File: config.mk
export PLATFORM = sky130hd
export DESIGN_NAME = mbx_bridge
export DESIGN_NICKNAME = d
export VERILOG_FILES = /design/src/rtl/mbx_pkg.sv /design/src/rtl/mbx_lane_capture.sv /design/src/rtl/mbx_store.sv /design/src/rtl/mbx_out_reg.sv /design/src/rtl/mbx_bridge.sv
export SDC_FILE = /design/constraint.sdc
export NUM_CORES = 1
export LEC_CHECK = 0
export BUFFER_PORTS_ARGS = -buffer_cell sky130_fd_sc_hd__buf_2
export CAP_MARGIN = 20
export CORE_MARGIN = 2
export CORE_UTILIZATION = 51
export CTS_CLUSTER_SIZE = 30
export DETAILED_ROUTE_END_ITERATION = 8
export PLACE_DENSITY = 0.9
export SLEW_MARGIN = 20
export SYNTH_ARGS = -nofsm -noshare
export SYNTH_HDL_FRONTEND = slang
export SYNTH_SLANG_ARGS = --single-unit
File: constraint.sdc
create_clock -name clk -period 1.7 [get_ports clk]
set_input_delay 0.51 -clock clk [delete_from_list [all_inputs] [get_ports clk]]
set_output_delay 0.51 -clock clk [all_outputs]
set_load 0.005 [all_outputs]
File: src/rtl/mbx_pkg.sv
package mbx_pkg;
  typedef enum logic [1:0] {
    BS_LONG = 2'b00,
    BS_WORD = 2'b01,
    BS_BYTE = 2'b10,
    BS_RSVD = 2'b11
  } bus_size_e;
endpackage

File: src/rtl/mbx_lane_capture.sv
module mbx_lane_capture
  import mbx_pkg::*;
#(
  parameter int DATA_W = 36,
  parameter int WORD_W = 18,
  parameter int BYTE_W = 9
) (
  input  bus_size_e           size,
  input  logic [DATA_W-1:0]   din,
  output logic [DATA_W-1:0]   cap
);
  logic [DATA_W-1:0] keep;

  for (genvar i = 0; i < DATA_W; i++) begin : g_lane
    if (i < BYTE_W) begin : g_byte
      assign keep[i] = 1'b1;
    end else if (i < WORD_W) begin : g_word
      assign keep[i] = (size != BS_BYTE);
    end else begin : g_long
      assign keep[i] = (size == BS_LONG) || (size == BS_RSVD);
    end
  end

  assign cap = din & keep;
endmodule

File: src/rtl/mbx_store.sv
module mbx_store #(
  parameter int DATA_W = 36
) (
  input  logic              clk,
  input  logic              rst_n,
  input  logic              wr_req,
  input  logic              rd_req,
  input  logic [DATA_W-1:0] wr_word,
  output logic [DATA_W-1:0] word_q,
  output logic              full_q,
  output logic              wr_acc
);
  assign wr_acc = wr_req && !full_q;

  always_ff @(posedge clk) begin
    if (!rst_n) begin
      word_q <= '0;
      full_q <= 1'b0;
    end else begin
      if (wr_acc) word_q <= wr_word;
      if (wr_acc)      full_q <= 1'b1;
      else if (rd_req) full_q <= 1'b0;
    end
  end

  a_r6_flag_sets: assert property (@(posedge clk) disable iff (!rst_n)
    (wr_req && !full_q) |=> full_q);
  a_r7_drop_when_full: assert property (@(posedge clk) disable iff (!rst_n)
    (full_q && !rd_req) |=> (full_q && $stable(word_q)));
  a_r8_read_clears: assert property (@(posedge clk) disable iff (!rst_n)
    (full_q && rd_req) |=> !full_q);
  a_r9_word_persists: assert property (@(posedge clk) disable iff (!rst_n)
    (!wr_req) |=> $stable(word_q));
endmodule

File: src/rtl/mbx_out_reg.sv
module mbx_out_reg #(
  parameter int DATA_W = 36
) (
  input  logic              clk,
  input  logic              rst_n,
  input  logic              load,
  input  logic [DATA_W-1:0] src,
  output logic [DATA_W-1:0] q
);
  always_ff @(posedge clk) begin
    if (!rst_n)    q <= '0;
    else if (load) q <= src;
  end

  a_r10_hold_without_read: assert property (@(posedge clk) disable iff (!rst_n)
    !load |=> $stable(q));
  a_r8_load_on_read: assert property (@(posedge clk) disable iff (!rst_n)
    load |=> (q == $past(src)));
endmodule

File: src/rtl/mbx_bridge.sv
module mbx_bridge
  import mbx_pkg::*;
#(
  parameter int DATA_W = 36,
  parameter int WORD_W = 18,
  parameter int BYTE_W = 9
) (
  input  logic              clk,
  input  logic              rst_n,
  input  logic              b_sel,
  input  logic              b_en,
  input  logic              b_wr,
  input  logic              b_mbx,
  input  logic [1:0]        b_size,
  input  logic [DATA_W-1:0] b_data,
  input  logic              a_sel,
  input  logic              a_en,
  input  logic              a_rd,
  input  logic              a_mbx,
  output logic [DATA_W-1:0] a_data,
  output logic              mbx_full
);
  bus_size_e         size_e;
  logic [DATA_W-1:0] cap_word;
  logic [DATA_W-1:0] stored;
  logic              wr_req, rd_req, wr_acc;

  assign size_e = bus_size_e'(b_size);
  assign wr_req = b_sel && b_en && b_wr && b_mbx;
  assign rd_req = a_sel && a_en && a_rd && a_mbx;

  mbx_lane_capture #(.DATA_W(DATA_W), .WORD_W(WORD_W), .BYTE_W(BYTE_W)) cap_i (
    .size (size_e),
    .din  (b_data),
    .cap  (cap_word)
  );

  mbx_store #(.DATA_W(DATA_W)) store_i (
    .clk     (clk),
    .rst_n   (rst_n),
    .wr_req  (wr_req),
    .rd_req  (rd_req),
    .wr_word (cap_word),
    .word_q  (stored),
    .full_q  (mbx_full),
    .wr_acc  (wr_acc)
  );

  mbx_out_reg #(.DATA_W(DATA_W)) out_i (
    .clk   (clk),
    .rst_n (rst_n),
    .load  (rd_req),
    .src   (stored),
    .q     (a_data)
  );

  a_r3_long_all_lanes: assert property (@(posedge clk) disable iff (!rst_n)
    (wr_acc && (b_size == 2'b00 || b_size == 2'b11)) |=> (stored == $past(b_data)));
  a_r4_word_upper_zero: assert property (@(posedge clk) disable iff (!rst_n)
    (wr_acc && b_size == 2'b01) |=>
      (stored[DATA_W-1:WORD_W] == '0 && stored[WORD_W-1:0] == $past(b_data[WORD_W-1:0])));
  a_r5_byte_upper_zero: assert property (@(posedge clk) disable iff (!rst_n)
    (wr_acc && b_size == 2'b10) |=>
      (stored[DATA_W-1:BYTE_W] == '0 && stored[BYTE_W-1:0] == $past(b_data[BYTE_W-1:0])));
  a_r2_unqualified_no_set: assert property (@(posedge clk) disable iff (!rst_n)
    (!wr_req && !mbx_full) |=> !mbx_full);
endmodule

==> results of run 1 <==
[power breakdown]
group / total, mW / switching, mW / leakage (nW) / internal [mW]
clock network: 1.30 / 0.579 / 0.0909 / 0.722
registers: 1.74 / 0.00927 / 0.589 / 1.73
logic: 0.224 / 0.117 / 0.756 / 0.107
total: 3.26 / 0.705 / 1.44 / 2.55
[registers in the layout (all words and copies together) (netlist names)]
| name | flops |
|---|---|
| store_i.full_q | 1 |
| store_i.word_q | 36 |
| out_i.q | 36 |
[worst register-to-register path, delay by kind of cell (launching register included)]
kind	cells	cell delay, ns
buffers and inverters	1	0.26
DFF	1	0.37
muxes	1	0.25
and+or+nand+nor	1	0.13
[per-layer routing]
layer / vias to the layer above / wire length, microns
li1: 1212 / -
met1: 1108 / 2592
met2: 59 / 2952
met3: 8 / 244
met4: 0 / 113
met5: - / 0
[layout make-up]
type	count	area (sq um)
clock buffers	14	152.6
fillers	509	1984
well taps	72	90.09
clock inverters	2	37.54
multi-input cells	223	1316
inverters	1	3.754
flip-flops and latches	73	1461
repair buffers	90	528.0
[final timing paths]
| path | endpoint | slack [ns] | cells after the start |
|---|---|---|---|
| worst max-delay path | mbx_full | 0.26 | 1 |
| worst min-delay path | store_i.word_q[4] | 0.42 | 3 |
| worst max register to register | store_i.word_q[2] | 0.61 | 3 |
| worst min register to register | out_i.q[13] | 0.45 | 2 |
[metrics by stage]
| step | power (mW) | worst slack (ns) |
|---|---|---|
| after CTS | 3.296 | 0.2250 |
| final | 3.259 | 0.2560 |
| after global placement | 1.993 | 0.3048 |
| after floorplan | 1.914 | 0.3072 |
| after detailed placement | 1.999 | 0.1999 |
| after global routing | 3.385 | 0.2103 |
[cell usage after synthesis, types with 3 or more instances]
master	count	area [sq um]
sky130_fd_sc_hd__nand3b_1	9	67.56
sky130_fd_sc_hd__buf_2	12	60.06
sky130_fd_sc_hd__buf_6	3	33.78
sky130_fd_sc_hd__nand2_1	117	439.2
sky130_fd_sc_hd__buf_12	3	60.06
sky130_fd_sc_hd__dfxtp_1	73	1461
sky130_fd_sc_hd__a21boi_0	6	45.04
sky130_fd_sc_hd__a21boi_1	30	225.2
sky130_fd_sc_hd__buf_4	3	22.52
sky130_fd_sc_hd__nand3_1	18	90.09
sky130_fd_sc_hd__clkbuf_1	3	11.26
sky130_fd_sc_hd__mux2i_1	36	360.4
[cell families after synthesis]
kind of cell	share of synthesized area, %
buf+inv	6.447
mux	12.14
flops	49.22
compound gates	9.355
fa+ha+maj	0.4213
simple gates	22.42
==> impl_table.tex, run 1 <==
\begin{tabular}{lr}
\hline
Metric & Value \\
\hline
\multicolumn{2}{l}{\textbf{Outcome}} \\
Outcome & complete, no violations \\
\multicolumn{2}{l}{\textbf{Clocking}} \\
Post-cts resize count & 0 \\
Number of levels in the clock H-tree & 3 \\
Clk slew on worst S/H paths & approximately 0.070 ns \\
Clock insertion delay at the later pin of the skew report & 0.33 ns \\
Clk root buf & sky130\_fd\_sc\_hd\_\_clkbuf\_8 \\
Clock buffer count from CTS & 9 \\
Number of buffers added for setup after CTS & 0 \\
TritonCTS clock tree & done \\
Hold-fix buffers, CTS & 0 \\
Clock sink count & 73 \\
Clock tree buffer depth & 2 \\
\multicolumn{2}{l}{\textbf{Global routing}} \\
Number of global-route vias before repair & 2230 \\
Total global routing track utilization & 19.51\% \\
Pin count of the biggest net entering global routing & 56 \\
Wire length of the first global-routing pass & between 9 and 10 mm \\
Most crowded layer after global routing & met2 \\
Met3 usage & 3.258\% \\
Congestion Overflow GR & 0 \\
Number of antenna violations at the first check in global routing & 0 \\
Met2 track demand over resource & 34.42\% \\
GRT met1 Usage & 22.52\% \\
\multicolumn{2}{l}{\textbf{Hold path}} \\
Startpoint of the most critical hold path & b\_data[4] \\
Hold crit path type & in -> reg \\
\multicolumn{2}{l}{\textbf{Setup path}} \\
Buffer and inverter count on the worst path & 1 \\
Required time of the critical path & about 1.2 ns \\
Type of the worst setup path & reg -> out \\
Start point of the critical path & store\_i.full\_q \\
WP data arrival & approximately 0.93 ns \\
Setup crit start kind & flip-flop \\
Worst Setup End Kind & output pin \\
Worst flop-to-flop path startpoint & store\_i.full\_q \\
Kind of cell adding the most delay to the critical path & flip-flops \\
Master of the slowest instance on the critical path & sky130\_fd\_sc\_hd\_\_dfxtp\_1 \\
Crit path largest cell delay & 0.45 ns \\
Maximum fanout along the worst path & 3 \\
Cells along the critical path & buf\_2 \\
\multicolumn{2}{l}{\textbf{Yosys}} \\
Number of warnings reported in the yosys synthesis log & 0 \\
Most used flip-flop cell after synthesis & sky130\_fd\_sc\_hd\_\_dfxtp\_1 \\
Netlist Area Pre-Place & 2969 sq um \\
Synthesized netlist cell count & 321 \\
Proportion of register bits with asynchronous set or reset after synthesis & 0\% \\
Register bit total from synthesis & between 70 and 80 \\
Number of enable flip-flop cells after synthesis & 0 \\
Number of unique standard cell types used by synthesis & 20 \\
Syn Nets & 370 \\
Avg Synthesized Cell Area & a little over 9 sq um \\
Share of synthesized area occupied by flip-flops and latches & a little under 50\% \\
\multicolumn{2}{l}{\textbf{STA}} \\
Final Cycle Share & 84.94\% \\
Setup-failing EPs final & 0 \\
Setup repair after global routing missed its margin & no \\
Slew at the pin with the worst max-slew slack & 0.2618 ns \\
Post-route minimum period & 1.444 ns \\
Final hold slack & 0.4234 ns \\
Hold Violations, Final & 0 \\
Number of slew-limit violations in the final report & 0 \\
Max-slew headroom at the worst pin & 82.55\% \\
Maximum clock rate & 692.5 MHz \\
Setup\_tns & 0 ns \\
Post-route clock skew & a little under 0.009 ns \\
\multicolumn{2}{l}{\textbf{Routing}} \\
Vias after detailed routing & 2387 \\
Residual DRC & 0 \\
TritonRoute pass-1 iters & 4 \\
Post-DR wirelength/cell & 12.43 microns \\
Final antenna-violating net count & 0 \\
Violation count after the first detailed-route iteration & 113 \\
DRT Wirelength & between 5 and 6 mm \\
Vias/cell & 5.025 \\
\multicolumn{2}{l}{\textbf{Layout}} \\
Most common cell after layout, fill and taps aside & sky130\_fd\_sc\_hd\_\_nand2\_1 \\
Layout cell share with drive strength beyond 1 & 26.05\% \\
Post-Layout Cell Count & 475 \\
Final instance area & 3590 sq um \\
Antenna cell count & 0 \\
Most frequent cells in the layout & 117 x sky130\_fd\_sc\_hd\_\_nand2\_1, 84 x sky130\_fd\_sc\_hd\_\_buf\_2, 73 x sky130\_fd\_sc\_hd\_\_dfxtp\_1, 36 x sky130\_fd\_sc\_hd\_\_mux2i\_1, 30 x sky130\_fd\_sc\_hd\_\_a21boi\_1 \\
Number of nets at the end of the flow & about 450 \\
Post-Route Utilization & 64.40\% \\
Area growth syn-to-layout & 20.90\% \\
\multicolumn{2}{l}{\textbf{Place}} \\
RD Place Congestion & 0.7244 \\
Cell Area, Placed & $\sim$3400 sq um \\
Total instance count after detailed placement & roughly 460 \\
HPWL after detailed placement & between 4 and 5 mm \\
Port Buffer Count & between 80 and 90 \\
\multicolumn{2}{l}{\textbf{Floorplan}} \\
Die extent in y & 80.30 microns \\
Die ar. & between 6000 and 7000 sq um \\
Die Span X & 80.30 microns \\
Starting utilization of the core area & 53.27\% \\
Core region area & 5574 sq um \\
Standard-cell row count & 27 \\
Number of top-level design ports & 85 \\
\multicolumn{2}{l}{\textbf{Run}} \\
Number of max-cap violations & 0 \\
\multicolumn{2}{l}{\textbf{Pwr}} \\
Power density relative to cell area & 908.0 nW/um\^{}2 \\
Worst voltage drop across the vdd grid & 641.1 uV \\
Leakage power total & 1.436 nW \\
\hline
\end{tabular}
Power figures use the tool's default switching activity.
==> run 2: changes to the inputs <==
ABC_AREA = 1   (was unset)
clock period = 1.4 ns   (was 1.7 ns; I/O delays follow)
==> impl_table.tex, run 2 <==
\begin{tabular}{lr}
\hline
Metric & Value \\
\hline
\multicolumn{2}{l}{\textbf{Floorplan}} \\
Number of top-level design ports & 85 (unchanged) \\
Die extent in y & 78.53 microns (was 80.30 microns) \\
Die Span X & 78.53 microns (was 80.30 microns) \\
Starting utilization of the core area & 52.08\% (was 53.27\%) \\
Core region area & 5439 sq um (was 5574 sq um) \\
Standard-cell row count & 27 (unchanged) \\
Die ar. & 6166 sq um (was 6448 sq um) \\
\multicolumn{2}{l}{\textbf{STA}} \\
Setup-failing EPs final & 0 (unchanged) \\
Max-slew headroom at the worst pin & 81.29\% (was 82.55\%) \\
Final Cycle Share & between 90\% and 100\% \\
Hold Violations, Final & 0 (unchanged) \\
Post-route clock skew & 0.006963 ns (was 0.008924 ns) \\
Number of slew-limit violations in the final report & 0 (unchanged) \\
Final hold slack & 0.3679 ns (was 0.4234 ns) \\
Setup repair after global routing missed its margin & no (unchanged) \\
Slew at the pin with the worst max-slew slack & 0.2807 ns (was 0.2618 ns) \\
Post-route minimum period & 1.295 ns \\
Fin worst setup slack & 0.1054 ns (was 0.2560 ns) \\
Setup\_tns & 0 ns (unchanged) \\
Maximum clock rate & $\sim$770 MHz \\
\multicolumn{2}{l}{\textbf{Place}} \\
HPWL after detailed placement & 4.120 mm (was 4.069 mm) \\
Cell Area, Placed & 3346 sq um (was 3400 sq um) \\
RD Place Congestion & 0.7808 (was 0.7244) \\
Total instance count after detailed placement & 542 (was 459) \\
Port Buffer Count & 84 (unchanged) \\
Pre-CTS setup slack & -0.007963 ns (was 0.1999 ns) \\
\multicolumn{2}{l}{\textbf{Yosys}} \\
Number of enable flip-flop cells after synthesis & 0 (unchanged) \\
Ranking of synthesized cells by area & sky130\_fd\_sc\_hd\_\_dfxtp\_1 52\%, sky130\_fd\_sc\_hd\_\_nor2\_1 19\%, sky130\_fd\_sc\_hd\_\_nand2\_1 13\%, sky130\_fd\_sc\_hd\_\_o21ai\_1 3.7\%, sky130\_fd\_sc\_hd\_\_o21ai\_0 2.7\% (was sky130\_fd\_sc\_hd\_\_dfxtp\_1 49\%, sky130\_fd\_sc\_hd\_\_nand2\_1 15\%, sky130\_fd\_sc\_hd\_\_mux2i\_1 12\%, sky130\_fd\_sc\_hd\_\_a21boi\_1 7.6\%, sky130\_fd\_sc\_hd\_\_nand3\_1 3.0\%) \\
Netlist Area Pre-Place & 2833 sq um (was 2969 sq um) \\
Number of unique standard cell types used by synthesis & 20 (unchanged) \\
Avg Synthesized Cell Area & 7.029 sq um (was 9.250 sq um) \\
Share of synthesized area occupied by flip-flops and latches & 51.59\% (was 49.22\%) \\
Cell type with the highest aggregate area in the netlist & sky130\_fd\_sc\_hd\_\_dfxtp\_1 (unchanged) \\
Synthesized netlist cell count & 403 (was 321) \\
Number of warnings reported in the yosys synthesis log & 0 (unchanged) \\
Proportion of register bits with asynchronous set or reset after synthesis & 0\% (unchanged) \\
Most numerous cell types in the synthesized netlist & 146 x sky130\_fd\_sc\_hd\_\_nor2\_1, 100 x sky130\_fd\_sc\_hd\_\_nand2\_1, 73 x sky130\_fd\_sc\_hd\_\_dfxtp\_1 (was 117 x sky130\_fd\_sc\_hd\_\_nand2\_1, 73 x sky130\_fd\_sc\_hd\_\_dfxtp\_1, 36 x sky130\_fd\_sc\_hd\_\_mux2i\_1) \\
Register bit total from synthesis & 73 (unchanged) \\
Most frequent cell after synthesis & sky130\_fd\_sc\_hd\_\_nor2\_1 (was sky130\_fd\_sc\_hd\_\_nand2\_1) \\
Most used flip-flop cell after synthesis & sky130\_fd\_sc\_hd\_\_dfxtp\_1 (unchanged) \\
Post-synth top area share & 51.59\% (was 49.22\%) \\
Syn Nets & 452 (was 370) \\
\multicolumn{2}{l}{\textbf{Setup path}} \\
Worst R2R Setup Slack & 0.23 ns (was 0.61 ns) \\
WP data arrival & 0.87 ns (was 0.93 ns) \\
Cells along the critical path & buf\_2 (unchanged) \\
Master of the slowest instance on the critical path & sky130\_fd\_sc\_hd\_\_dfxtp\_1 (unchanged) \\
Worst flop-to-flop path startpoint & store\_i.full\_q (unchanged) \\
Type of the worst setup path & reg -> out (unchanged) \\
Start point of the critical path & store\_i.full\_q (unchanged) \\
Kind of cell adding the most delay to the critical path & flip-flops (unchanged) \\
Worst Setup End Kind & output pin (unchanged) \\
Buffer and inverter count on the worst path & 1 (unchanged) \\
Setup crit start kind & flip-flop (unchanged) \\
Crit path largest cell delay & 0.40 ns (was 0.45 ns) \\
Maximum fanout along the worst path & 4 (was 3) \\
Required time of the critical path & 0.98 ns (was 1.19 ns) \\
\multicolumn{2}{l}{\textbf{Clocking}} \\
Hold-fix buffers, CTS & 0 (unchanged) \\
Number of buffers added for setup after CTS & 0 (unchanged) \\
Number of levels in the clock H-tree & 3 (unchanged) \\
Clock sink count & 73 (unchanged) \\
Post-cts resize count & 0 (unchanged) \\
Clk slew on worst S/H paths & 0.07 ns (about the same) \\
TritonCTS clock tree & done (unchanged) \\
Clk root buf & sky130\_fd\_sc\_hd\_\_clkbuf\_8 (unchanged) \\
Clock buffer count from CTS & 9 (unchanged) \\
Clock insertion delay at the later pin of the skew report & 0.34 ns (was 0.33 ns) \\
Clock tree buffer depth & 2 (unchanged) \\
\multicolumn{2}{l}{\textbf{Pwr}} \\
Leakage power total & 1.848 nW (was 1.436 nW) \\
Overall Power & 4.092 mW (was 3.259 mW) \\
Power density relative to cell area & 1162 nW/um\^{}2 (was 908.0 nW/um\^{}2) \\
Worst voltage drop across the vdd grid & 699.6 uV (was 641.1 uV) \\
\multicolumn{2}{l}{\textbf{Hold path}} \\
Hold crit path type & in -> reg (unchanged) \\
Startpoint of the most critical hold path & b\_data[7] (was b\_data[4]) \\
\multicolumn{2}{l}{\textbf{Layout}} \\
Most common cell after layout, fill and taps aside & sky130\_fd\_sc\_hd\_\_nor2\_1 (was sky130\_fd\_sc\_hd\_\_nand2\_1) \\
Antenna cell count & 0 (unchanged) \\
Post-Route Utilization & 64.76\% (was 64.40\%) \\
Largest registers in the final layout & out\_i.q (36), store\_i.word\_q (36), store\_i.full\_q (1) (unchanged) \\
Layout cell share with drive strength beyond 1 & 22.47\% (was 26.05\%) \\
Area growth syn-to-layout & 24.34\% (was 20.90\%) \\
Post-Layout Cell Count & 557 (was 475) \\
Most frequent cells in the layout & 146 x sky130\_fd\_sc\_hd\_\_nor2\_1, 100 x sky130\_fd\_sc\_hd\_\_nand2\_1, 84 x sky130\_fd\_sc\_hd\_\_buf\_2, 73 x sky130\_fd\_sc\_hd\_\_dfxtp\_1, 21 x sky130\_fd\_sc\_hd\_\_o21ai\_1 (was 117 x sky130\_fd\_sc\_hd\_\_nand2\_1, 84 x sky130\_fd\_sc\_hd\_\_buf\_2, 73 x sky130\_fd\_sc\_hd\_\_dfxtp\_1, 36 x sky130\_fd\_sc\_hd\_\_mux2i\_1, 30 x sky130\_fd\_sc\_hd\_\_a21boi\_1) \\
Final instance area & 3522 sq um (was 3590 sq um) \\
Number of nets at the end of the flow & 530 (was 447) \\
\multicolumn{2}{l}{\textbf{Routing}} \\
Post-DR wirelength/cell & 11.11 microns (was 12.43 microns) \\
Vias/cell & 4.722 (was 5.025) \\
Final antenna-violating net count & 0 (unchanged) \\
DRT Wirelength & 6.187 mm (was 5.903 mm) \\
Vias after detailed routing & 2630 (was 2387) \\
Violation count after the first detailed-route iteration & 94 (was 113) \\
TritonRoute pass-1 iters & 5 (was 4) \\
Residual DRC & 0 (unchanged) \\
\multicolumn{2}{l}{\textbf{Global routing}} \\
Congestion Overflow GR & 0 (unchanged) \\
Pin count of the biggest net entering global routing & 74 (was 56) \\
Number of global-route vias before repair & 2551 (was 2230) \\
Wire length of the first global-routing pass & 10.56 mm (was 9.680 mm) \\
Number of antenna violations at the first check in global routing & 0 (unchanged) \\
Total global routing track utilization & 21.64\% (was 19.51\%) \\
\multicolumn{2}{l}{\textbf{Run}} \\
Number of max-cap violations & 0 (unchanged) \\
\multicolumn{2}{l}{\textbf{Outcome}} \\
Outcome & complete, no violations (unchanged) \\
\hline
\end{tabular}
[run 2: cell types whose count changed in the layout (fill, tap and decap cells not counted), moves of 5 or more]
cell | previous run | this run
sky130_fd_sc_hd__a21boi_0 | 6 | 1
sky130_fd_sc_hd__a21boi_1 | 30 | 0
sky130_fd_sc_hd__inv_1 | 1 | 14
sky130_fd_sc_hd__mux2i_1 | 36 | 0
sky130_fd_sc_hd__nand2_1 | 117 | 100
sky130_fd_sc_hd__nand3_1 | 18 | 0
sky130_fd_sc_hd__nand3b_1 | 9 | 1
sky130_fd_sc_hd__nor2_1 | 0 | 146
sky130_fd_sc_hd__o21ai_0 | 0 | 15
sky130_fd_sc_hd__o21ai_1 | 0 | 21
[run 2: path summary, 6_finish.rpt]
path,depth (start not counted),endpoint
setup / recovery,1,mbx_full
setup reg to reg,7,store_i.word_q[4]
hold reg to reg,2,store_i.word_q[8]
hold / removal,5,store_i.word_q[7]
[run 2: area by class of cell]
type | instances | area, sq um
Tap cell | 72 | 90.09
Fill cell | 485 | 1917
Sequential cell | 73 | 1461
Timing Repair Buffer | 90 | 540.5
Clock inverter | 4 | 45.04
Multi-Input combinational cell | 292 | 1197
Clock buffer | 11 | 131.4
Inverter | 15 | 56.30
[run 2: power breakdown]
| group | leakage [nW] | internal, mW | switching, mW | total (mW) |
|---|---|---|---|---|
| Combinational | 1.16 | 0.178 | 0.214 | 0.392 |
| Sequential | 0.593 | 2.15 | 0.0363 | 2.18 |
| Clock | 0.0929 | 0.805 | 0.710 | 1.52 |
[run 2: cells by family (layout without fill, tap and decap cells)]
logic type	after synthesis	count (layout)	synth area share (%)
and+or+nand+nor	252	252	34.67
adders and majority gates	1	1	0.4416
buffers and inverters	38	120	6.140
DFF	73	73	51.59
AOI/OAI and AO/OA	39	39	7.155
[run 2: routing by layer]
layer / share of wire (%) / wire, microns / vias to the layer above / GRT usage (%)
li1: - / - / 1382 / -
met1: 44 / 2707 / 1159 / 23.64
met2: 49 / 3040 / 69 / 38.29
met3: 4.5 / 279 / 20 / 5.862
met4: 2.6 / 160 / 0 / 10.88
met5: 0 / 0 / - / 0
[run 2: worst register-to-register path, delay by kind of cell (launching register included)]
family	cells	cell delay, ns
flip-flops	1	0.35
buffers and inverters	2	0.28
AND/OR/NAND/NOR	5	0.44
==> run 3: changes to the inputs <==
CORE_MARGIN = unset   (was 2)
==> impl_table.tex, run 3 (synthesis gave the netlist of run 2 again) <==
\begin{tabular}{lr}
\hline
Metric & Value \\
\hline
\multicolumn{2}{l}{\textbf{STA}} \\
Setup\_tns & 0 ns (unchanged) \\
Number of slew-limit violations in the final report & 0 (unchanged) \\
Slew at the pin with the worst max-slew slack & 0.1967 ns (was 0.2807 ns) \\
Post-route clock skew & 0.009086 ns (was 0.006963 ns) \\
Maximum clock rate & 784.0 MHz (was 772.4 MHz) \\
Hold Violations, Final & 0 (unchanged) \\
Setup repair after global routing missed its margin & no (unchanged) \\
Post-route minimum period & 1.275 ns (was 1.295 ns) \\
Setup-failing EPs final & 0 (unchanged) \\
Final Cycle Share & 91.10\% (was 92.47\%) \\
Max-slew headroom at the worst pin & 86.75\% (was 81.29\%) \\
\multicolumn{2}{l}{\textbf{Global routing}} \\
Wire length of the first global-routing pass & 10.53 mm (was 10.56 mm) \\
Pin count of the biggest net entering global routing & 43 (was 74) \\
Number of global-route vias before repair & 2455 (was 2551) \\
Total global routing track utilization & 22.81\% (was 21.64\%) \\
Congestion Overflow GR & 0 (unchanged) \\
Number of antenna violations at the first check in global routing & 0 (unchanged) \\
\multicolumn{2}{l}{\textbf{Run}} \\
Number of max-cap violations & 0 (unchanged) \\
\multicolumn{2}{l}{\textbf{Layout}} \\
Largest registers in the final layout & out\_i.q (36), store\_i.word\_q (36), store\_i.full\_q (1) (unchanged) \\
Area growth syn-to-layout & 26.15\% (was 24.34\%) \\
Most frequent cells in the layout & 146 x sky130\_fd\_sc\_hd\_\_nor2\_1, 100 x sky130\_fd\_sc\_hd\_\_nand2\_1, 84 x sky130\_fd\_sc\_hd\_\_buf\_2, 73 x sky130\_fd\_sc\_hd\_\_dfxtp\_1, 21 x sky130\_fd\_sc\_hd\_\_o21ai\_1 (unchanged) \\
Most common cell after layout, fill and taps aside & sky130\_fd\_sc\_hd\_\_nor2\_1 (unchanged) \\
Number of nets at the end of the flow & 532 (was 530) \\
Layout cell share with drive strength beyond 1 & 23.36\% (was 22.47\%) \\
Antenna cell count & 0 (unchanged) \\
\multicolumn{2}{l}{\textbf{Setup path}} \\
Start point of the critical path & store\_i.full\_q (unchanged) \\
Setup crit start kind & flip-flop (unchanged) \\
Worst flop-to-flop path startpoint & store\_i.full\_q (unchanged) \\
WP data arrival & 0.86 ns (was 0.87 ns) \\
Kind of cell adding the most delay to the critical path & flip-flops (unchanged) \\
Worst Reg2Reg Path Length in Cells & 7 (unchanged) \\
Cells along the critical path & buf\_2 (unchanged) \\
Type of the worst setup path & reg -> out (unchanged) \\
Crit path largest cell delay & 0.39 ns (was 0.40 ns) \\
Worst Setup End Kind & output pin (unchanged) \\
Maximum fanout along the worst path & 4 (unchanged) \\
Buffer and inverter count on the worst path & 1 (unchanged) \\
Master of the slowest instance on the critical path & sky130\_fd\_sc\_hd\_\_dfxtp\_1 (unchanged) \\
Logic depth of the worst setup path including buffers & 1 (unchanged) \\
Required time of the critical path & 0.98 ns (about the same) \\
\multicolumn{2}{l}{\textbf{Place}} \\
Port Buffer Count & 84 (unchanged) \\
RD Place Congestion & 0.7888 (was 0.7808) \\
HPWL after detailed placement & 4.182 mm (was 4.120 mm) \\
\multicolumn{2}{l}{\textbf{Outcome}} \\
Outcome & complete, no violations (unchanged) \\
\multicolumn{2}{l}{\textbf{Floorplan}} \\
Standard-cell row count & 26 (was 27) \\
Die extent in y & 76.53 microns (was 78.53 microns) \\
Die Span X & 76.53 microns (was 78.53 microns) \\
Core region area & 5238 sq um (was 5439 sq um) \\
Die ar. & 5856 sq um (was 6166 sq um) \\
Number of top-level design ports & 85 (unchanged) \\
Starting utilization of the core area & 54.09\% (was 52.08\%) \\
\multicolumn{2}{l}{\textbf{Hold path}} \\
Hold crit path type & in -> reg (unchanged) \\
Number of cells traversed by the worst hold path & 5 (unchanged) \\
Startpoint of the most critical hold path & b\_data[0] (was b\_data[7]) \\
\multicolumn{2}{l}{\textbf{Routing}} \\
Violation count after the first detailed-route iteration & 130 (was 94) \\
Final antenna-violating net count & 0 (unchanged) \\
DRT Wirelength & 6.290 mm (was 6.187 mm) \\
TritonRoute pass-1 iters & 5 (unchanged) \\
Residual DRC & 0 (unchanged) \\
Met2 routed WL & 2.993 mm (was 3.040 mm) \\
M1 wire length & 2.900 mm (was 2.707 mm) \\
Met3 wire length & 278 microns (was 279 microns) \\
Vias/cell & 4.806 (was 4.722) \\
Highest metal used & met4 (unchanged) \\
Post-DR wirelength/cell & 11.27 microns (was 11.11 microns) \\
Vias after detailed routing & 2682 (was 2630) \\
\multicolumn{2}{l}{\textbf{Clocking}} \\
Clock insertion delay at the later pin of the skew report & 0.33 ns (was 0.34 ns) \\
Number of buffers added for setup after CTS & 0 (unchanged) \\
Clk slew on worst S/H paths & 0.07 ns (about the same) \\
Number of levels in the clock H-tree & 3 (unchanged) \\
Clk root buf & sky130\_fd\_sc\_hd\_\_clkbuf\_8 (unchanged) \\
Clock sink count & 73 (unchanged) \\
TritonCTS clock tree & done (unchanged) \\
Post-cts resize count & 0 (unchanged) \\
Clock tree buffer depth & 2 (unchanged) \\
Clock buffer count from CTS & 9 (unchanged) \\
Hold-fix buffers, CTS & 0 (unchanged) \\
\multicolumn{2}{l}{\textbf{Pwr}} \\
Power density relative to cell area & 1199 nW/um\^{}2 (was 1162 nW/um\^{}2) \\
Overall Power & 4.284 mW (was 4.092 mW) \\
Leakage power total & 1.869 nW (was 1.848 nW) \\
Worst voltage drop across the vdd grid & 706.0 uV (was 699.6 uV) \\
\hline
\end{tabular}
[run 3: cell count changes in the layout (fill, tap and decap cells not counted), sizes merged]
cell	previous run	this run
clkinvlp	0	2
clkbuf	11	12
clkinv	3	1
buf	90	92
[run 3: per-layer routing]
layer  vias up  GRT usage, %
li1       1386             -
met1      1213         27.14
met2        72         37.84
met3        11         5.150
met4         0         12.88
met5         -             0
[run 3: layout make-up]
type | instances | area [sq um]
Timing Repair Buffer | 92 | 555.5
Clock buffer | 12 | 165.2
Multi-Input combinational cell | 292 | 1197
Inverter | 15 | 56.30
Clock inverter | 4 | 50.05
Fill cell | 449 | 1664
Sequential cell | 73 | 1461
Tap cell | 70 | 87.58
[run 3: worst paths after layout]
check	endpoint	slack [ns]
worst max-delay path	mbx_full	0.12
worst min-delay path	store_i.word_q[0]	0.39
worst max register to register	store_i.word_q[22]	0.21
worst min register to register	out_i.q[35]	0.49
[run 3: power by group]
group	internal [mW]	switching [mW]
sequential	2.15	0.0369
clock	0.966	0.734
combinational	0.182	0.219
[run 3: metrics by stage]
| stage | instance area, sq um | util (%) | hold WS (ns) | std cells | setup WS, ns |
|---|---|---|---|---|---|
| 6_report | 3573 | 68.23 | 0.3866 | 558 | 0.1246 |
| 5_1_grt | 3573 | 68.23 | 0.3757 | 558 | 0.07967 |
| 4_1_cts | 3573 | 68.23 | 0.3705 | 558 | 0.1125 |
| 3_5_place_dp | 3358 | 64.12 | 0.4711 | 542 | 0.01515 |
| 3_3_place_gp | 3358 | 64.12 | 0.4598 | 542 | 0.03724 |
| 2_1_floorplan | 2833 | - | 0.4490 | 403 | 0.07026 |
